===== src/rtl/dsr_pkg.sv =====
package dsr_pkg;
  localparam logic [3:0] HOP_FUNC_RC = 4'd1;
  localparam logic [3:0] HOP_STAT_WR = 4'd2;
  localparam logic [3:0] HOP_STAT_RD = 4'd3;
  localparam logic [3:0] HOP_LVL_RC  = 4'd13;
endpackage


===== src/rtl/dsr_lvl_bank.sv =====
module dsr_lvl_bank #(
  parameter int NLEV = 3
) (
  input  logic            clk_i,
  input  logic            rst_ni,
  input  logic [NLEV-1:0] set_i,
  input  logic [NLEV-1:0] clr_i,
  input  logic [NLEV-1:0] imm_clr_i,
  output logic [NLEV-1:0] lvl_o,
  output logic [NLEV-1:0] irq_o
);
  logic [NLEV-1:0] lvl_q;

  for (genvar k = 0; k < NLEV; k++) begin : g_lvl
    always_ff @(posedge clk_i or negedge rst_ni) begin
      if (!rst_ni)        lvl_q[k] <= 1'b0;
      else if (clr_i[k])  lvl_q[k] <= 1'b0;
      else if (set_i[k])  lvl_q[k] <= 1'b1;
    end
    // processor reset masks the request in the same cycle
    assign irq_o[k] = lvl_q[k] & ~imm_clr_i[k];
  end

  assign lvl_o = lvl_q;
endmodule


===== src/rtl/dsr_cmd_track.sv =====
module dsr_cmd_track #(
  parameter int FUNC_W = 3,
  parameter int PATH_W = 2
) (
  input  logic              clk_i,
  input  logic              rst_ni,
  input  logic              exec1_i,
  input  logic              exec2_i,
  input  logic [PATH_W-1:0] path_i,
  input  logic              busy_set_i,
  input  logic              busy_clr_i,
  input  logic              fcode_clr_i,
  output logic              busy_o,
  output logic [FUNC_W-1:0] fcode_o
);
  logic              pend_q, busy_q;
  logic [FUNC_W-1:0] fcode_q;
  logic              accept;

  assign accept = exec2_i & pend_q;

  always_ff @(posedge clk_i or negedge rst_ni) begin
    if (!rst_ni) begin
      pend_q  <= 1'b0;
      busy_q  <= 1'b0;
      fcode_q <= '0;
    end else begin
      if (exec2_i)      pend_q <= 1'b0;
      else if (exec1_i) pend_q <= 1'b1;

      if (busy_clr_i)                   busy_q <= 1'b0;
      else if (accept || busy_set_i)    busy_q <= 1'b1;

      if (fcode_clr_i)  fcode_q <= '0;
      else if (accept)  fcode_q <= FUNC_W'(path_i) + FUNC_W'(1);
    end
  end

  assign busy_o  = busy_q;
  assign fcode_o = fcode_q;
endmodule


===== src/rtl/dsr_host_port.sv =====
module dsr_host_port #(
  parameter int STAT_W = 16,
  parameter int NLEV   = 3,
  parameter int FUNC_W = 3
) (
  input  logic              clk_i,
  input  logic              rst_ni,
  input  logic              req_i,
  input  logic [3:0]        op_i,
  input  logic [STAT_W-1:0] stat_i,
  input  logic [NLEV-1:0]   lvl_i,
  input  logic [FUNC_W-1:0] fcode_i,
  output logic              wr_o,
  output logic              func_rc_o,
  output logic              lvl_rc_o,
  output logic              rvalid_o,
  output logic [STAT_W-1:0] rdata_o
);
  import dsr_pkg::*;

  logic [STAT_W-1:0] resp;
  logic              rvalid_q;
  logic [STAT_W-1:0] rdata_q;

  assign wr_o      = req_i && (op_i == HOP_STAT_WR);
  assign func_rc_o = req_i && (op_i == HOP_FUNC_RC);
  assign lvl_rc_o  = req_i && (op_i == HOP_LVL_RC);

  always_comb begin
    resp = '0;
    unique case (op_i)
      HOP_FUNC_RC: resp[FUNC_W-1:0] = fcode_i;
      HOP_STAT_RD: resp = stat_i;
      HOP_LVL_RC:  resp[NLEV-1:0] = lvl_i;
      default:     resp = '0;
    endcase
  end

  always_ff @(posedge clk_i or negedge rst_ni) begin
    if (!rst_ni) begin
      rvalid_q <= 1'b0;
      rdata_q  <= '0;
    end else begin
      rvalid_q <= req_i;
      if (req_i) rdata_q <= resp;
    end
  end

  assign rvalid_o = rvalid_q;
  assign rdata_o  = rdata_q;
endmodule


===== src/rtl/dev_status_reg.sv =====
module dev_status_reg #(
  parameter int NLEV   = 3,
  parameter int STAT_W = 16,
  parameter int FUNC_W = 3,
  parameter int NPATH  = 4,
  localparam int PATH_W = (NPATH > 1) ? $clog2(NPATH) : 1,
  localparam int GEN_W  = STAT_W - 2 - NLEV
) (
  input  logic              clk_i,
  input  logic              rst_ni,
  input  logic              exec1_i,
  input  logic              exec2_i,
  input  logic [PATH_W-1:0] cmd_path_i,
  input  logic              sense_rst_i,
  input  logic [NLEV-1:0]   sense_mod_i,
  input  logic              host_req_i,
  input  logic [3:0]        host_op_i,
  input  logic [STAT_W-1:0] host_wdata_i,
  output logic              host_rvalid_o,
  output logic [STAT_W-1:0] host_rdata_o,
  output logic [STAT_W-1:0] stat_o,
  output logic [NLEV-1:0]   irq_o
);
  localparam int BUSY_B = STAT_W - 1;
  localparam int OPC_B  = STAT_W - 2;

  logic              wr, func_rc, lvl_rc;
  logic [NLEV-1:0]   lvl, lvl_set, lvl_clr, sense_clr;
  logic              busy;
  logic [FUNC_W-1:0] fcode;
  logic              opc_q;
  logic [GEN_W-1:0]  gen_q;

  assign sense_clr = sense_rst_i ? sense_mod_i : '0;
  assign lvl_clr   = sense_clr | (lvl_rc ? '1 : '0);
  assign lvl_set   = wr ? host_wdata_i[NLEV-1:0] : '0;

  dsr_lvl_bank #(.NLEV(NLEV)) u_lvl (
    .clk_i, .rst_ni,
    .set_i(lvl_set), .clr_i(lvl_clr), .imm_clr_i(sense_clr),
    .lvl_o(lvl), .irq_o(irq_o)
  );

  dsr_cmd_track #(.FUNC_W(FUNC_W), .PATH_W(PATH_W)) u_cmd (
    .clk_i, .rst_ni,
    .exec1_i, .exec2_i, .path_i(cmd_path_i),
    .busy_set_i(wr & host_wdata_i[BUSY_B]),
    .busy_clr_i(wr & ~host_wdata_i[BUSY_B]),
    .fcode_clr_i(func_rc),
    .busy_o(busy), .fcode_o(fcode)
  );

  always_ff @(posedge clk_i or negedge rst_ni) begin
    if (!rst_ni) begin
      opc_q <= 1'b0;
      gen_q <= '0;
    end else begin
      if (sense_rst_i)                    opc_q <= 1'b0;
      else if (wr && host_wdata_i[OPC_B]) opc_q <= 1'b1;
      if (wr) gen_q <= host_wdata_i[OPC_B-1:NLEV];
    end
  end

  assign stat_o = {busy, opc_q, gen_q, lvl};

  dsr_host_port #(.STAT_W(STAT_W), .NLEV(NLEV), .FUNC_W(FUNC_W)) u_host (
    .clk_i, .rst_ni,
    .req_i(host_req_i), .op_i(host_op_i),
    .stat_i(stat_o), .lvl_i(lvl), .fcode_i(fcode),
    .wr_o(wr), .func_rc_o(func_rc), .lvl_rc_o(lvl_rc),
    .rvalid_o(host_rvalid_o), .rdata_o(host_rdata_o)
  );
endmodule


===== config.mk =====
export PLATFORM = sky130hd
export DESIGN_NAME = dev_status_reg
export DESIGN_NICKNAME = d
export VERILOG_FILES = /design/src/rtl/dsr_pkg.sv /design/src/rtl/dsr_lvl_bank.sv /design/src/rtl/dsr_cmd_track.sv /design/src/rtl/dsr_host_port.sv /design/src/rtl/dev_status_reg.sv
export SDC_FILE = /design/constraint.sdc
export NUM_CORES = 1
export LEC_CHECK = 0
export BUFFER_PORTS_ARGS = -buffer_cell sky130_fd_sc_hd__buf_2
export CAP_MARGIN = 20
export CORE_ASPECT_RATIO = 0.9
export CORE_MARGIN = 1.5
export CORE_UTILIZATION = 29
export DETAILED_ROUTE_END_ITERATION = 10
export PLACE_DENSITY = 0.48
export SYNTH_ARGS = -nofsm -noshare
export SYNTH_HDL_FRONTEND = slang
export SYNTH_HIERARCHICAL = 1
export SYNTH_SLANG_ARGS = --single-unit

===== constraint.sdc =====
create_clock -name clk_i -period 2.2 [get_ports clk_i]
set_input_delay 0.22 -clock clk_i [delete_from_list [all_inputs] [get_ports clk_i]]
set_output_delay 0.22 -clock clk_i [all_outputs]
set_load 0.01 [all_outputs]

==> impl_summary.txt, run 1 <==
----------------------------------------------------
[Synth]
  Average cell area after synthesis ... 12.9 sq um
  Main combinational cell family by area after synthesis ... compound AO/OA/AOI/OAI gates
  Fraction of the mapped netlist area in simple logic gates ... 0.138
  Sequential fraction of the synthesis area ... 0.542
  Dominant cells by area after synthesis ... dfrtp_1, mux2_4, a22o_1, mux2_2, and2_1
  Syn nets ... 164
  Post-synthesis instance total ... 132
  Adder-cell share of the synthesized area ... 0.00733
  Multiplexer fraction of the synthesized cell area ... 0.0989
  Synth top area share ... 0.542
  Number of distinct library cell variants in the gate-level netlist after synthesis ... 34
  Parity-gate share of the synthesized area counting xor and xnor cells ... 0
  Mapped cell area ... 1710 sq um
  Warnings from Yosys ... 6
  Biggest area consumer among synthesized cells ... dfrtp_1
  Flop and latch count out of synthesis ... 37
  Synthesized-area fraction occupied by ao, oa, aoi and oai cells ... 0.155

[Layout]
  Count of antenna diodes in the layout ... 0
  Fraction of final layout cells sized beyond drive strength 1 ... 0.492
  Core occupancy in the finished layout ... 0.377
  P&R area growth vs syn ... 25.7%
  Post-layout net count ... 226

[Critical path]
  Highest net fanout along the worst path ... 17
  Worst setup path category ... in2reg
  Data arrival at the endpoint of the critical path ... 1.52 ns
  Type of element launching the critical path ... input port
  Kind of end point of the critical path ... flop
  Worst Path Required ... 2.37 ns

[Global routing]
  Largest net degree at the start of global routing ... 38
  Number of global-route vias before repair ... 1,284
  First-pass GRT wire length ... 6560 um
  Total gr overflow ... 0
  Initial antenna violation count ... 0
  Total global-route track usage ... 0.135

[Clocking]
  Clock tree from TritonCTS ... built
  H-tree levels ... 2
  Number of buffers added by the clock tree synthesis step ... 5
  Hold-fix buffers at CTS ... 0
  Root Buffer ... clkbuf_8
  Clock latency on the worst-skew pair ... 0.28 ns
  Post-CTS clock slew at the launch and capture registers of the worst setup and hold paths ... 0.07 ns
  Max Root-Sink Buffers ... 2
  Total number of clock tree sinks ... 37
  CTS-repair resized insts ... 0
  Buffers inserted by post-CTS timing repair ... 0

[Place]
  Total of buffers placed on input and output ports ... 66
  Final weighted congestion in routability-driven placement ... 0.802
  Place WS ... 0.563 ns
  Final HPWL DP ... 2970 um

[Floorplanning]
  Die span in y ... 75.8 um
  Die outline area ... 6360 sq um
  Area of the core ... 5690 sq um
  Die extent in x ... 83.9 um
  Num rows ... 26
  Number of placed I/O pins ... 67
  Initial core utilization ... 0.300

[Timing]
  Relative slew slack ... 0.447
  Period minus WS final ... 1.36 ns
  Final Slew Violations ... 0
  Setup repair after global routing missed its margin ... no
  Fin crit share ... 0.616
  Setup tns final ... 0 ns
  Post-route worst hold slack ... 0.0300 ns
  Worst setup margin ... 0.844 ns
  Final Skew ... 0.00419 ns
  Transition time at the pin with the least slew margin ... 0.830 ns
  Fmax ... 737 MHz
  Number of endpoints failing setup at the final stage ... 0
  Total count of hold-check failures in the final report ... 0

[Pwr]
  Power density cells ... 773 nW/um^2
  Worst voltage drop across the vdd grid ... 0.367 mV
  Leakage ... 0.00113 uW

[Drt]
  WL per Instance ... 15.4 um
  Number of DRC violations after detailed-routing iteration 0 ... 54
  First drt pass iteration count ... 4
  Routed via count divided by cell count ... 4.88
  DRC errors left ... 0
  Total number of vias ... 1,294
  Final Routed Wirelength ... 4090 um
  Remaining antenna violation count after routing ... 0

[Job]
  Maximum Capacitance Violations ... 0

[Outcome]
  Status ... complete, no violations

[Min path]
  Path category of the worst min-delay check ... in2async

----------------------------------------------------
## worst max-delay path, stage by stage
cell     delay [ns]
buf_2          0.14
nor2_4         0.19
and4b_2        0.57
mux2_2         0.39
## where the power goes
part | internal, uW | switching (uW)
Clock | 369 | 228
Sequential | 748 | 49.9
Combinational | 140 | 125
## routing by layer
layer / vias to the layer above / GRT usage / wire (um)
li1: 597 / - / -
met1: 655 / 0.173 / 1900
met2: 36 / 0.214 / 1920
met3: 6 / 0.0412 / 193
met4: 0 / 0.0656 / 70
met5: - / 0 / 0
## registers in the layout, indices dropped and copies added, names as in the netlist
name             flops
u_cmd/pend_q         1
gen_q               11
u_cmd/busy_o         1
u_host/rvalid_o      1
u_cmd/fcode_o        3
u_host/rdata_o      16
u_lvl/lvl_o          3
opc_q                1
## cells in the final DEF, fill, tap and decap left out, types with 2 or more instances in the layout
master,instances
and3_2,2
nand3_1,3
nand2_1,4
nor2b_1,6
dfrtp_1,37
mux2_4,6
nor2_1,4
mux2_2,7
o2bb2ai_1,5
or2_2,3
buf_2,66
and4b_2,2
clkbuf_8,6
and2_1,8
a32oi_1,2
o21ba_1,3
a22o_1,10
a21oi_1,4
a21bo_1,3
## synth_stat cells, drive strengths merged
cell and instances:
a211oi 1, a21bo 3, a21oi 4, a22o 10, a22oi 1, a32oi 2
a41oi 1, and2 8, and3 2, and3b 1, and4 1, and4b 2
buf 10, clkbuf 1, dfrtp 37, ha 1, inv 1, mux2 13
nand2 4, nand3 3, nand3b 1, nor2 5, nor2b 6, nor3b 1
o211ai 1, o21ai 1, o21ba 3, o2bb2ai 5, or2 3
## stage by stage
stage / total power [uW] / area (sq um) / cells
2_1_floorplan: 958 / 1710 / 132
3_3_place_gp: 1070 / 2030 / 257
3_5_place_dp: 1080 / 2030 / 257
4_1_cts: 1690 / 2150 / 265
5_1_grt: 1750 / 2150 / 265
6_report: 1660 / 2150 / 265
## kinds of logic after synthesis
logic type,count (synthesis)
and+or+nand+nor,37
DFF,37
AOI/OAI and AO/OA,32
muxes,13
buffers and inverters,12
adders and majority gates,1
## area by class of cell
cell class,instances,area (sq um)
clock buffer,7,86.3
fill,566,3550
inverter,1,3.75
timing repair buffer,66,330
clock inverter,1,30.0
multi-input combinational,83,683
tap,70,87.6
sequential,37,926
## path summary, 6_finish.rpt
path / endpoint / cells after the start / slack [ns] / startpoint
min in group clk_i: opc_q / 2 / 0.13 / sense_rst_i
max in group asynchronous: u_host/rdata_o[14] / 1 / 1.64 / rst_ni
worst min register to register: u_host/rdata_o[3] / 1 / 0.48 / u_host/rdata_o[3]
worst max register to register: u_host/rdata_o[2] / 3 / 1.09 / u_lvl/lvl_o[2]
worst max-delay path: gen_q[4] / 4 / 0.84 / host_op_i[3]
worst min-delay path: u_host/rvalid_o / 1 / 0.03 / rst_ni
No activity file was read; power rests on OpenSTA's default activity.
==> run 2, diff against run 1 <==
==> constraint.sdc (replaced) <==
create_clock -name clk_i -period 1.4 [get_ports clk_i]
set_input_delay 0.14 -clock clk_i [delete_from_list [all_inputs] [get_ports clk_i]]
set_output_delay 0.14 -clock clk_i [all_outputs]
set_load 0.01 [all_outputs]
==> impl_summary.txt, run 2 (synthesized netlist as in run 1, its figures left out) <==
----------------------------------------------------
[Timing]
  Final Skew ... 0.000638 ns (was 0.00419 ns)
  Number of endpoints failing setup at the final stage ... 0 (unchanged)
  Period minus WS final ... 1.16 ns
  Setup tns final ... 0 ns (unchanged)
  Transition time at the pin with the least slew margin ... 0.379 ns (was 0.830 ns)
  Setup repair after global routing missed its margin ... no (unchanged)
  Final Slew Violations ... 0 (unchanged)
  Relative slew slack ... 0.747 (was 0.447)
  Fin crit share ... 0.827
  Total count of hold-check failures in the final report ... 0 (unchanged)
  Fmax ... 864 MHz

[Clocking]
  Hold-fix buffers at CTS ... 1 (was 0)
  Number of buffers added by the clock tree synthesis step ... 5 (unchanged)
  Max Root-Sink Buffers ... 2 (unchanged)
  Clock latency on the worst-skew pair ... 0.28 ns (about the same)
  Buffers inserted by post-CTS timing repair ... 0 (unchanged)
  Post-CTS clock slew at the launch and capture registers of the worst setup and hold paths ... 0.07 ns (about the same)
  Total number of clock tree sinks ... 37 (unchanged)
  Root Buffer ... clkbuf_8 (unchanged)
  CTS-repair resized insts ... 0 (unchanged)
  H-tree levels ... 2 (unchanged)
  Clock tree from TritonCTS ... built (unchanged)

[Critical path]
  Data arrival at the endpoint of the critical path ... 1.02 ns (was 1.52 ns)
  Highest net fanout along the worst path ... 5 (was 17)
  Kind of end point of the critical path ... output port (was flop)
  R2R setup slack ... 0.29 ns (was 1.09 ns)
  Type of element launching the critical path ... flop (was input port)
  Critical path origin ... u_lvl/lvl_o[0] (was host_op_i[3])
  RR Endpoint ... u_host/rdata_o[1] (was u_host/rdata_o[2])
  Path depth of the worst reg2reg path ... 3 (unchanged)
  Launch instance of the worst register-to-register path ... u_lvl/lvl_o[1] (was u_lvl/lvl_o[2])
  Worst Path Required ... 1.26 ns (was 2.37 ns)
  Worst setup path category ... reg2out (was in2reg)

[Pwr]
  Worst voltage drop across the vdd grid ... 0.408 mV (was 0.367 mV)
  Power consumption ... 2460 uW (was 1660 uW)
  Leakage ... 0.00117 uW (was 0.00113 uW)
  Power density cells ... 1110 nW/um^2 (was 773 nW/um^2)

[Global routing]
  Largest net degree at the start of global routing ... 23 (was 38)
  Total global-route track usage ... 0.133 (was 0.135)
  Total gr overflow ... 0 (unchanged)
  Number of global-route vias before repair ... 1,283 (was 1,284)
  First-pass GRT wire length ... 6420 um (was 6560 um)
  Initial antenna violation count ... 0 (unchanged)

[Floorplanning]
  Area of the core ... 5690 sq um (unchanged)
  Number of placed I/O pins ... 67 (unchanged)
  Die span in y ... 75.8 um (unchanged)
  Die extent in x ... 83.9 um (unchanged)
  Initial core utilization ... 0.300 (unchanged)
  Num rows ... 26 (unchanged)
  Die outline area ... 6360 sq um (unchanged)

[Drt]
  DRC errors left ... 0 (unchanged)
  Number of DRC violations after detailed-routing iteration 0 ... 41 (was 54)
  Routed via count divided by cell count ... 4.68 (was 4.88)
  Total number of vias ... 1,278 (was 1,294)
  WL per Instance ... 15.0 um (was 15.4 um)
  First drt pass iteration count ... 4 (unchanged)
  Remaining antenna violation count after routing ... 0 (unchanged)
  Final Routed Wirelength ... 4100 um (was 4090 um)

[Layout]
  Number of non-filler instances in the completed layout ... 273 (was 265)
  Count of antenna diodes in the layout ... 0 (unchanged)
  Number of flip-flops under the largest register name ... 16 (unchanged)
  Leading cell type in the layout, fill and taps excluded ... buf_2 (unchanged)
  Top library cells by usage in the layout, fill and taps aside ... buf_2, dfrtp_1, a22o_1, and2_1, mux2_2 (unchanged)
  Fraction of final layout cells sized beyond drive strength 1 ... 0.512 (was 0.492)
  Post-route cell area ... 2210 sq um (was 2150 sq um)
  P&R area growth vs syn ... 29.7% (was 25.7%)
  Post-layout net count ... 234 (was 226)

[Place]
  Total of buffers placed on input and output ports ... 66 (unchanged)
  Final weighted congestion in routability-driven placement ... 0.804 (was 0.802)
  Placed standard-cell area ... 2110 sq um (was 2030 sq um)
  Post-placement cell count ... 264 (was 257)
  Final HPWL DP ... 3160 um (was 2970 um)

[Job]
  Maximum Capacitance Violations ... 0 (unchanged)

[Min path]
  Critical hold path startpoint ... sense_rst_i
  Path category of the worst min-delay check ... in2reg (was in2async)
  Cell depth of the worst min-delay path ... 2
  Worst-case hold path end point ... opc_q

[Outcome]
  Status ... complete, no violations (unchanged)

----------------------------------------------------
## run 2: worst max path at each step
stage	endpoint	slack, ns	cells after the start
floorplan	u_cmd/busy_o	0.13	7
global placement	u_lvl/lvl_o[0]	0.13	5
detailed placement	u_lvl/lvl_o[0]	0.08	5
CTS	irq_o[0]	0.22	2
global route	irq_o[1]	0.19	2
finish	irq_o[0]	0.24	2
## run 2: worst max-delay path, cell delays in order (launching register included)
cell and delay, ns:
dfrtp_1 0.45, nor2b_1 0.16, buf_2 0.13
## run 2: where the power goes
part	internal (uW)	total (uW)	leakage, uW	switching [uW]
sequential	1180	1260	0.000485	79.5
clock	399	771	0.0000512	372
combinational	236	432	0.000631	196
## run 2: per-layer routing
metal,vias up,track usage,routed length [um]
met5,-,0,0
li1,612,-,-
met4,0,0.0546,55
met3,5,0.0390,181
met2,36,0.208,1920
met1,625,0.176,1950
## run 2: area by class of cell
cell class              count  area [sq um]
flip-flops and latches     37           926
clock buffers               6          82.6
multi-input cells          83           683
clock inverters             2          13.8
inverters                   1          3.75
repair buffers             74           418
well taps                  70          87.6
fillers                   552          3480
## run 2: per-stage QoR
step / setup WS (ns) / utilization / hold slack, ns
5_1_grt: 0.186 / 0.389 / 0.0409
4_1_cts: 0.221 / 0.389 / 0.0377
6_report: 0.242 / 0.389 / 0.0464
2_1_floorplan: 0.129 / - / -0.156
3_5_place_dp: 0.0844 / 0.370 / 0.0814
3_3_place_gp: 0.128 / 0.370 / 0.0853
==> run 3, diff against run 2 <==
--- a/config.mk
+++ b/config.mk
@@ -11,7 +11,7 @@
 export CORE_MARGIN = 1.5
 export CORE_UTILIZATION = 29
 export DETAILED_ROUTE_END_ITERATION = 10
-export PLACE_DENSITY = 0.48
+export PLACE_DENSITY = 0.5
 export SYNTH_ARGS = -nofsm -noshare
 export SYNTH_HDL_FRONTEND = slang
 export SYNTH_HIERARCHICAL = 1
==> constraint.sdc (replaced) <==
create_clock -name clk_i -period 0.9 [get_ports clk_i]
set_input_delay 0.09 -clock clk_i [delete_from_list [all_inputs] [get_ports clk_i]]
set_output_delay 0.09 -clock clk_i [all_outputs]
set_load 0.01 [all_outputs]
==> impl_summary.txt, run 3 (synthesized netlist as in run 1, its figures left out) <==
----------------------------------------------------
[Floorplanning]
  Die outline area ... 6360 sq um (unchanged)
  Area of the core ... 5690 sq um (unchanged)
  Number of placed I/O pins ... 67 (unchanged)
  Die extent in x ... 83.9 um (unchanged)
  Num rows ... 26 (unchanged)
  Initial core utilization ... 0.300 (unchanged)
  Die span in y ... 75.8 um (unchanged)

[Timing]
  Number of endpoints failing setup at the final stage ... 26 (was 0)
  Period minus WS final ... 1.14 ns
  Final Skew ... 0.00536 ns (was 0.000638 ns)
  Transition time at the pin with the least slew margin ... 0.285 ns (was 0.379 ns)
  Fin crit share ... 1.26
  Relative slew slack ... 0.809 (was 0.747)
  Total count of hold-check failures in the final report ... 0 (unchanged)
  Final Slew Violations ... 0 (unchanged)
  Setup repair after global routing missed its margin ... yes (was no)
  Fmax ... 879 MHz
  Post-route worst hold slack ... 0.0155 ns (was 0.0464 ns)
  Worst setup margin ... -0.238 ns (was 0.242 ns)

[Outcome]
  Status ... finished with violations (was complete, no violations)
  Violations in the final reports ... setup timing

[Clocking]
  Clock latency on the worst-skew pair ... 0.29 ns (was 0.28 ns)
  Root Buffer ... clkbuf_8 (unchanged)
  Max Root-Sink Buffers ... 2 (unchanged)
  Post-CTS clock slew at the launch and capture registers of the worst setup and hold paths ... 0.08 ns (was 0.07 ns)
  Total number of clock tree sinks ... 37 (unchanged)
  H-tree levels ... 2 (unchanged)
  Clock tree from TritonCTS ... built (unchanged)
  Number of buffers added by the clock tree synthesis step ... 5 (unchanged)

[Layout]
  Count of antenna diodes in the layout ... 0 (unchanged)
  Total of fill cells in the finished design ... 520 (was 552)
  Multi-input gate area ... 757 sq um (was 683 sq um)
  P&R area growth vs syn ... 65.8% (was 29.7%)
  Fraction of final layout cells sized beyond drive strength 1 ... 0.636 (was 0.512)
  Core occupancy in the finished layout ... 0.497 (was 0.389)
  Number of flip-flops under the largest register name ... 16 (unchanged)
  Reg area ... 927 sq um (was 926 sq um)
  Leading cell type in the layout, fill and taps excluded ... buf_2 (unchanged)
  Post-layout net count ... 281 (was 234)
  Post-route cell area ... 2830 sq um (was 2210 sq um)
  Top library cells by usage in the layout, fill and taps aside ... buf_2, dfrtp_1, buf_4, buf_6, mux2_4 (was buf_2, dfrtp_1, a22o_1, and2_1, mux2_2)

[Global routing]
  Initial antenna violation count ... 0 (unchanged)
  First-pass GRT wire length ... 6920 um (was 6420 um)
  Total global-route track usage ... 0.141 (was 0.133)
  Total gr overflow ... 0 (unchanged)
  Largest net degree at the start of global routing ... 38 (was 23)
  Number of global-route vias before repair ... 1,385 (was 1,283)

[Critical path]
  Worst setup path category ... reg2reg (was reg2out)
  Worst Path Required ... 1.07 ns (was 1.26 ns)
  Type of element launching the critical path ... flop (unchanged)
  Data arrival at the endpoint of the critical path ... 1.30 ns (was 1.02 ns)
  Kind of end point of the critical path ... flop (was output port)
  Highest net fanout along the worst path ... 2 (was 5)

[Drt]
  Remaining antenna violation count after routing ... 0 (unchanged)
  Final Routed Wirelength ... 4480 um (was 4100 um)
  Number of DRC violations after detailed-routing iteration 0 ... 33 (was 41)
  DRC errors left ... 0 (unchanged)
  First drt pass iteration count ... 4 (unchanged)
  Total number of vias ... 1,454 (was 1,278)
  Routed via count divided by cell count ... 4.54 (was 4.68)
  WL per Instance ... 14.0 um (was 15.0 um)

[Job]
  Maximum Capacitance Violations ... 0 (unchanged)

[Place]
  Place WS ... -0.322 ns (was 0.0844 ns)
  Placed standard-cell area ... 2220 sq um (was 2110 sq um)
  Final HPWL DP ... 3170 um (was 3160 um)
  Final weighted congestion in routability-driven placement ... 0.707 (was 0.804)
  Total of buffers placed on input and output ports ... 66 (unchanged)

[Pwr]
  Leakage ... 0.00149 uW (was 0.00117 uW)
  Power consumption ... 4820 uW (was 2460 uW)
  Power density cells ... 1700 nW/um^2 (was 1110 nW/um^2)
  Worst voltage drop across the vdd grid ... 0.768 mV (was 0.408 mV)

[Min path]
  Path category of the worst min-delay check ... in2reg (unchanged)

----------------------------------------------------
[run 3: changes by cell type in the layout (fill, tap and decap cells not counted), sizes merged]
cell	previous run	this run
bufinv	0	2
clkinv	2	1
dlygate4sd3	1	2
clkbuf	6	5
buf	73	119
[run 3: final cells by class]
| cell class | instances | share of cell area |
|---|---|---|
| clock inverter | 3 | 0.0230 |
| clock buffer | 5 | 0.0243 |
| multi-input combinational | 83 | 0.267 |
| sequential | 37 | 0.327 |
| tap | 70 | 0.0309 |
| timing repair buffer | 121 | 0.326 |
| inverter | 1 | 0.00133 |
[run 3: repair_timing]
action / CTS / global route
pin swaps: 3 / 8
resized for setup: 19 / 28
hold buffers: 2 / 0
buffers inserted: 27 / 6
gates cloned: 0 / 0
endpoints found under the hold margin: 38 / 0
setup endpoints to repair: 49 / 56
[run 3: where the power goes]
| part | internal (uW) | switching [uW] | total (uW) |
|---|---|---|---|
| Clock | 1100 | 607 | 1710 |
| Sequential | 1830 | 128 | 1960 |
| Combinational | 737 | 414 | 1150 |
[run 3: final timing paths]
check                                   from           endpoint  slack, ns  cells after the start
min                                  exec1_i       u_cmd/pend_q       0.02                      3
max in group asynchronous             rst_ni       u_cmd/pend_q       0.41                      3
min in group asynchronous             rst_ni  u_host/rdata_o[9]       0.28                      3
max reg2reg                   u_lvl/lvl_o[1]  u_host/rdata_o[1]      -0.24                      4
min reg2reg                u_host/rdata_o[1]  u_host/rdata_o[1]       0.49                      1
max                           u_lvl/lvl_o[1]  u_host/rdata_o[1]      -0.24                      4
[run 3: metal layers]
layer / routed length (um) / GRT usage
met3: 191 / 0.0358
met2: 2250 / 0.234
met4: 52 / 0.0437
met1: 1980 / 0.185
met5: 0 / 0
[run 3: critical path: stages, from the launching register on]
cell and delay (ns):
dfrtp_1 0.39, buf_4 0.13, mux2_4 0.26, a32oi_2 0.16, o2bb2ai_1 0.08
[run 3: metrics by stage]
stage	setup TNS (ns)	instances
3_5_place_dp	-6.24	277
4_1_cts	-2.07	314
6_report	-2.02	320
2_1_floorplan	-3.21	132
5_1_grt	-3.56	320
3_3_place_gp	-6.02	277
